## src/rtl/rate_enc_pkg.sv

```systemverilog
// Package: shared field layout and sizing constants for the shaper rate
// encoder. The bit positions are fixed by the consumer of the word.
package rate_enc_pkg;
    localparam int RATE_W    = 32;
    localparam int MANT_W    = 7;
    localparam int EXP_W     = 4;
    localparam int WEIGHT_W  = 4;
    localparam int WORD_W    = 32;
    localparam int NUM_RATES = 2;

    // Index of each rate inside the reducer array
    localparam int IDX_MAX = 0;
    localparam int IDX_MIN = 1;

    // Word field positions (least significant bit of each field)
    localparam int MAX_EXP_LSB  = 0;
    localparam int MAX_MANT_LSB = 4;
    localparam int MAX_EN_BIT   = 11;
    localparam int WEIGHT_LSB   = 12;
    localparam int MIN_EXP_LSB  = 16;
    localparam int MIN_MANT_LSB = 20;
    localparam int MIN_EN_BIT   = 27;
    localparam int KEEP_LSB     = 28;
    localparam int KEEP_W       = 3;
    localparam int SEL_BIT      = 31;

    typedef enum logic {
        CTRL_IDLE = 1'b0,
        CTRL_RUN  = 1'b1
    } ctrl_state_e;
endpackage

```

## src/rtl/rate_reducer.sv

```systemverilog
// Module: rate_reducer
// Holds one rate and shrinks it by integer division by ten, one step per
// enabled clock, counting the steps in an exponent register.
// Assumes: load_i and run_i are never high together; the caller keeps
// run_i high until settled_o is seen.
module rate_reducer #(
    parameter int RATE_W = 32,
    parameter int MANT_W = 7,
    parameter int EXP_W  = 4
) (
    input  logic              clk,
    input  logic              rst_n,
    input  logic              load_i,
    input  logic [RATE_W-1:0] rate_i,
    input  logic              run_i,
    output logic [MANT_W-1:0] mant_o,
    output logic [EXP_W-1:0]  exp_o,
    output logic              settled_o,
    output logic              nonzero_o
);
    localparam logic [RATE_W-1:0] LIMIT = RATE_W'((1 << MANT_W) - 1);
    localparam logic [RATE_W-1:0] TEN   = RATE_W'(10);

    logic [RATE_W-1:0] val_q;
    logic [EXP_W-1:0]  exp_q;
    logic              nz_q;

    // Reduction is finished once the value fits the mantissa
    assign settled_o = (val_q <= LIMIT);

    // Load a new rate, or take one divide-by-ten step while running
    always_ff @(posedge clk) begin
        if (!rst_n) begin
            val_q <= '0;
            exp_q <= '0;
            nz_q  <= 1'b0;
        end else if (load_i) begin
            val_q <= rate_i;
            exp_q <= '0;
            nz_q  <= |rate_i;
        end else if (run_i && !settled_o) begin
            val_q <= val_q / TEN;
            exp_q <= exp_q + EXP_W'(1);
        end
    end

    assign mant_o    = val_q[MANT_W-1:0];
    assign exp_o     = exp_q;
    assign nonzero_o = nz_q;
endmodule

```

## src/rtl/enc_ctrl.sv

```systemverilog
// Module: enc_ctrl
// Two-state sequencer: accepts a start only while idle, keeps the
// reducers running, and flags the cycle in which every reducer is settled.
// Assumes: all_settled_i is driven from registered reducer state.
module enc_ctrl
    import rate_enc_pkg::*;
(
    input  logic clk,
    input  logic rst_n,
    input  logic start_i,
    input  logic all_settled_i,
    output logic load_o,
    output logic run_o,
    output logic finish_o
);
    ctrl_state_e state_q;

    // Strobes derived from the present state
    always_comb begin
        load_o   = (state_q == CTRL_IDLE) && start_i;
        run_o    = (state_q == CTRL_RUN);
        finish_o = (state_q == CTRL_RUN) && all_settled_i;
    end

    // State advance: idle to run on start, run to idle when settled
    always_ff @(posedge clk) begin
        if (!rst_n) begin
            state_q <= CTRL_IDLE;
        end else begin
            case (state_q)
                CTRL_IDLE: if (start_i)       state_q <= CTRL_RUN;
                CTRL_RUN:  if (all_settled_i) state_q <= CTRL_IDLE;
                default:                      state_q <= CTRL_IDLE;
            endcase
        end
    end
endmodule

```

## src/rtl/word_packer.sv

```systemverilog
// Module: word_packer
// Captures the side fields at start and, on finish, registers the packed
// scheduling word and a one-cycle done pulse.
// Assumes: load_i and capture_i are never high together.
module word_packer
    import rate_enc_pkg::*;
#(
    parameter int MANT_W   = 7,
    parameter int EXP_W    = 4,
    parameter int WEIGHT_W = 4,
    parameter int WORD_W   = 32
) (
    input  logic                clk,
    input  logic                rst_n,
    input  logic                load_i,
    input  logic                capture_i,
    input  logic [WEIGHT_W-1:0] weight_i,
    input  logic                sel_i,
    input  logic [WORD_W-1:0]   prior_i,
    input  logic [MANT_W-1:0]   max_mant_i,
    input  logic [EXP_W-1:0]    max_exp_i,
    input  logic                max_nz_i,
    input  logic [MANT_W-1:0]   min_mant_i,
    input  logic [EXP_W-1:0]    min_exp_i,
    input  logic                min_nz_i,
    output logic [WORD_W-1:0]   word_o,
    output logic                done_o
);
    logic [WEIGHT_W-1:0] weight_q;
    logic                sel_q;
    logic [KEEP_W-1:0]   keep_q;
    logic [WORD_W-1:0]   word_d;
    logic [WORD_W-1:0]   word_q;
    logic                done_q;

    // Latch the side fields with the accepted start
    always_ff @(posedge clk) begin
        if (!rst_n) begin
            weight_q <= '0;
            sel_q    <= 1'b0;
            keep_q   <= '0;
        end else if (load_i) begin
            weight_q <= weight_i;
            sel_q    <= sel_i;
            keep_q   <= prior_i[KEEP_LSB +: KEEP_W];
        end
    end

    // Assemble the word from the settled reducers and the latched fields
    always_comb begin
        word_d = '0;
        word_d[MAX_EXP_LSB  +: EXP_W]    = max_exp_i;
        word_d[MAX_MANT_LSB +: MANT_W]   = max_mant_i;
        word_d[MAX_EN_BIT]               = max_nz_i;
        word_d[WEIGHT_LSB   +: WEIGHT_W] = weight_q;
        word_d[MIN_EXP_LSB  +: EXP_W]    = min_exp_i;
        word_d[MIN_MANT_LSB +: MANT_W]   = min_mant_i;
        word_d[MIN_EN_BIT]               = min_nz_i;
        word_d[KEEP_LSB     +: KEEP_W]   = keep_q;
        word_d[SEL_BIT]                  = sel_q;
    end

    // Output register: update on finish, otherwise hold
    always_ff @(posedge clk) begin
        if (!rst_n) begin
            word_q <= '0;
            done_q <= 1'b0;
        end else begin
            done_q <= capture_i;
            if (capture_i) word_q <= word_d;
        end
    end

    assign word_o = word_q;
    assign done_o = done_q;
endmodule

```

## src/rtl/rate_shaper_encoder.sv

```systemverilog
// Module: rate_shaper_encoder (top)
// Encodes a ceiling and a floor rate into mantissa/exponent form in
// parallel and packs them into a queue scheduling word.
// Assumes: inputs other than start_i only matter in the cycle start_i is
// accepted.
module rate_shaper_encoder
    import rate_enc_pkg::*;
(
    input  logic                clk,
    input  logic                rst_n,
    input  logic                start_i,
    input  logic [RATE_W-1:0]   max_rate_i,
    input  logic [RATE_W-1:0]   min_rate_i,
    input  logic [WEIGHT_W-1:0] weight_i,
    input  logic                sched_sel_i,
    input  logic [WORD_W-1:0]   prior_word_i,
    output logic [WORD_W-1:0]   sched_word_o,
    output logic                done_o
);
    logic                 load_w;
    logic                 run_w;
    logic                 finish_w;
    logic [RATE_W-1:0]    rate_w    [NUM_RATES];
    logic [MANT_W-1:0]    mant_w    [NUM_RATES];
    logic [EXP_W-1:0]     exp_w     [NUM_RATES];
    logic [NUM_RATES-1:0] settled_w;
    logic [NUM_RATES-1:0] nz_w;

    assign rate_w[IDX_MAX] = max_rate_i;
    assign rate_w[IDX_MIN] = min_rate_i;

    enc_ctrl u_ctrl (
        .clk           (clk),
        .rst_n         (rst_n),
        .start_i       (start_i),
        .all_settled_i (&settled_w),
        .load_o        (load_w),
        .run_o         (run_w),
        .finish_o      (finish_w)
    );

    // One reducer per requested rate
    for (genvar g = 0; g < NUM_RATES; g++) begin : g_red
        rate_reducer #(
            .RATE_W (RATE_W),
            .MANT_W (MANT_W),
            .EXP_W  (EXP_W)
        ) u_red (
            .clk       (clk),
            .rst_n     (rst_n),
            .load_i    (load_w),
            .rate_i    (rate_w[g]),
            .run_i     (run_w),
            .mant_o    (mant_w[g]),
            .exp_o     (exp_w[g]),
            .settled_o (settled_w[g]),
            .nonzero_o (nz_w[g])
        );
    end

    word_packer #(
        .MANT_W   (MANT_W),
        .EXP_W    (EXP_W),
        .WEIGHT_W (WEIGHT_W),
        .WORD_W   (WORD_W)
    ) u_pack (
        .clk        (clk),
        .rst_n      (rst_n),
        .load_i     (load_w),
        .capture_i  (finish_w),
        .weight_i   (weight_i),
        .sel_i      (sched_sel_i),
        .prior_i    (prior_word_i),
        .max_mant_i (mant_w[IDX_MAX]),
        .max_exp_i  (exp_w[IDX_MAX]),
        .max_nz_i   (nz_w[IDX_MAX]),
        .min_mant_i (mant_w[IDX_MIN]),
        .min_exp_i  (exp_w[IDX_MIN]),
        .min_nz_i   (nz_w[IDX_MIN]),
        .word_o     (sched_word_o),
        .done_o     (done_o)
    );
endmodule

```

## config.mk

```make
export PLATFORM = sky130hd
export DESIGN_NAME = rate_shaper_encoder
export DESIGN_NICKNAME = d
export VERILOG_FILES = /design/src/rtl/rate_enc_pkg.sv /design/src/rtl/rate_reducer.sv /design/src/rtl/enc_ctrl.sv /design/src/rtl/word_packer.sv /design/src/rtl/rate_shaper_encoder.sv
export SDC_FILE = /design/constraint.sdc
export NUM_CORES = 1
export LEC_CHECK = 0
export ABC_AREA = 1
export ABC_CLOCK_PERIOD_IN_PS = 11700
export BUFFER_PORTS_ARGS = -buffer_cell sky130_fd_sc_hd__buf_2
export CORE_MARGIN = 1.5
export CORE_UTILIZATION = 35
export DETAILED_ROUTE_END_ITERATION = 16
export HOLD_SLACK_MARGIN = 0.03
export SLEW_MARGIN = 20
export SYNTH_ARGS = -nofsm -noshare
export SYNTH_HDL_FRONTEND = slang
export SYNTH_HIERARCHICAL = 1
export SYNTH_SLANG_ARGS = --single-unit
```

## constraint.sdc

```tcl
create_clock -name clk -period 11.7 [get_ports clk]
set_input_delay 1.17 -clock clk [delete_from_list [all_inputs] [get_ports clk]]
set_output_delay 1.17 -clock clk [all_outputs]
set_load 0.05 [all_outputs]
```

==> flow_summary_export.csv <==
group,metric,value,unit
route,remaining_drc_errors,0,
global_route,grt_pass1_wl,44400,microns
place,io_buffers,107,
route,drt_wl_total,25200,microns
place,hpwl,18900,microns
route,postRouteAntennaNets,0,
worst_setup_path,required,12.03,ns
finish,final_cell_mix,"572 x nand2_1, 191 x nand3_1, 175 x inv_1",
global_route,grt.total_usage,0.173,
place,gp_congestion,0.837,
synth,synthCells,1747,
route,drt_first_pass_iters,5,
worst_setup_path,crit_buf_inv,9,
timing,min_period,10.26,ns
timing,finalHoldViolCount,0,
worst_setup_path,slowest_delay,0.35,ns
cts,cts_sinks,116,
synth,yosysWarnings,6,
global_route,grt_overflow,0,
synth,synth.area.top_cells,"dfxtp_1 23%, nand2_1 21%, nand2_2 10%",
timing,min_period_over_period,0.877,
finish,final_core_util,0.408,
timing,fmaxAchievable,97.4,MHz
timing,rsz0062_at_grt,"true",
synth,yosysTopAreaCell,"dfxtp_1",
timing,finalSetupTns,0,ns
cts,cts-root-buf,"clkbuf_16",
timing,setup_viol,0,
timing,skew,0.0127,ns
synth,ys_ff_latch,116,
cts,numCtsBuffers,17,
route,vias,10800,
cts,htree_num_levels,4,
floorplan,core_area,0.0288,sq mm
synth,synth_area_per_cell,5.87,sq um
finish,drive_gt1_frac,0.258,
synth,ys_types,39,
synth,ys_seq_area_frac,0.226,
finish,diodes,0,
run_status,status,"complete, no violations",
finish,area_delta_synth_final,14.5,%
route,drt-vias-per-instance,4.84,
worst_setup_path,cp_slowest_cell,"dfxtp_2",
worst_setup_path,path_class,"flip-flop to flip-flop",
timing,slew_headroom,0.331,
route,drtIter0Drc,587,
floorplan,num_rows,62,
global_route,antenna_found_initial,0,
cts,path_clk_slew,0.06,ns
global_route,grt_max_degree,66,
floorplan,die_w,174,microns
floorplan,fp.dieH,174,microns
synth,yosys.area.top_type_share,0.226,
worst_setup_path,cp_max_fo,5,
finish,final_net_count,1933,
worst_setup_path,rrSetupSlack,1.44,ns
cts,insertion_delay,0.43,ns
synth,syn_area,0.0103,sq mm
finish,final_common_cell,"nand2_1",
worst_setup_path,cpMostUsedCell,"nand2_2",
worst_setup_path,arrival,10.60,ns
cts,ctsHoldBuffers,0,
worst_setup_path,end_kind,"flip-flop",
worst_setup_path,cp-start-kind,"flip-flop",
cts,cts_tree,"done",
timing,worst_pin_slew,0.998,ns
floorplan,dieArea,0.0304,sq mm
cts,cts_setup_buffers,0,
synth,synth_nets,1853,
route,wl_per_cell,11.3,microns
floorplan,ios,137,
floorplan,start_util,0.357,
hold_path,hp-class,"flip-flop to flip-flop",
run,maxCapViolations,0,
timing,drv_slew,0,
cts,clockBufferDepth,2,
global_route,grt_pass1_vias,10100,
worst_setup_path,cp_top_family,"simple AND/OR/NAND/NOR gates",
## Yosys cell counts, drive strengths merged
cell type / count
nand2: 764
nand3: 242
inv: 236
nor2: 125
dfxtp: 116
a31oi: 54
nand4: 40
buf: 32
o21ai: 28
a21oi: 20
clkbuf: 20
nor4: 20
a21o: 6
nor3b: 6
xor2: 6
a211oi: 4
clkinv: 4
nor3: 4
o2111ai: 4
or2: 4
a21boi: 2
ha: 2
nand3b: 2
o211ai: 2
o31ai: 2
or2b: 2
## layout make-up
class	instances	area (sq um)
clock buffers	18	439
clock inverters	14	200
fillers	3141	17000
inverters	240	902
multi-input cells	1339	6820
flip-flops and latches	116	2330
well taps	384	480
repair buffers	113	581
## metal layers
| metal | track usage | up-vias | wire length [microns] |
|---|---|---|---|
| li1 | - | 5742 | - |
| met1 | 0.222 | 4839 | 12400 |
| met2 | 0.297 | 161 | 11600 |
| met3 | 0.0313 | 21 | 876 |
| met4 | 0.0481 | 0 | 318 |
| met5 | 0 | - | 0 |
## per-stage QoR
| stage | setup WS [ns] | instances | instance area (sq um) | hold WS (ns) |
|---|---|---|---|---|
| CTS | 1.35 | 2224 | 11700 | 0.467 |
| floorplan | 2.78 | 1747 | 10300 | 0.444 |
| global route | -0.0315 | 2224 | 11800 | 0.484 |
| global placement | 1.66 | 2192 | 11000 | 0.455 |
| finish | 1.44 | 2224 | 11800 | 0.465 |
| detailed placement | 1.38 | 2192 | 11000 | 0.458 |
## what timing repair did
action,4_1_cts,5_1_grt
resized for setup,0,22
endpoints found under the setup margin,0,3
endpoints found under the hold margin,0,0
## flip-flops by register name, summed over array words and instances, names as in the netlist
signal / cells
u_pack/sel_q: 1
u_pack/done_o: 1
g_red.u_red/exp_o: 8
u_pack/keep_q: 3
g_red.u_red/val_q: 64
u_ctrl/run_o: 1
u_pack/weight_q: 4
g_red.u_red/nonzero_o: 2
u_pack/word_o: 32
## kinds of logic after synthesis
group           share of synthesized area
compound gates                     0.0736
xor+xnor                          0.00512
buf+inv                             0.119
flops                               0.226
fa+ha+maj                         0.00244
simple gates                        0.574
## worst register-to-register path: cells and delay by family, from the launching register on
| kind | cells | cell delay [ns] |
|---|---|---|
| compound gates | 1 | 0.11 |
| flops | 1 | 0.35 |
| simple gates | 106 | 9.10 |
| buf+inv | 9 | 0.62 |
## worst paths after layout
| kind | from | to | cells past startpoint |
|---|---|---|---|
| max | g_red[1].u_red/val_q[29]$_SDFFE_PN0P_ | g_red[1].u_red/val_q[0]$_SDFFE_PN0P_ | 116 |
| min | g_red[1].u_red/nonzero_o$_SDFFE_PN0P_ | g_red[1].u_red/nonzero_o$_SDFFE_PN0P_ | 2 |
| max reg2reg | g_red[1].u_red/val_q[29]$_SDFFE_PN0P_ | g_red[1].u_red/val_q[0]$_SDFFE_PN0P_ | 116 |
| min reg2reg | g_red[1].u_red/nonzero_o$_SDFFE_PN0P_ | g_red[1].u_red/nonzero_o$_SDFFE_PN0P_ | 2 |
Power is not shown: default switching activity piles up to over one toggle a cycle in this logic, so the estimate is an artifact.
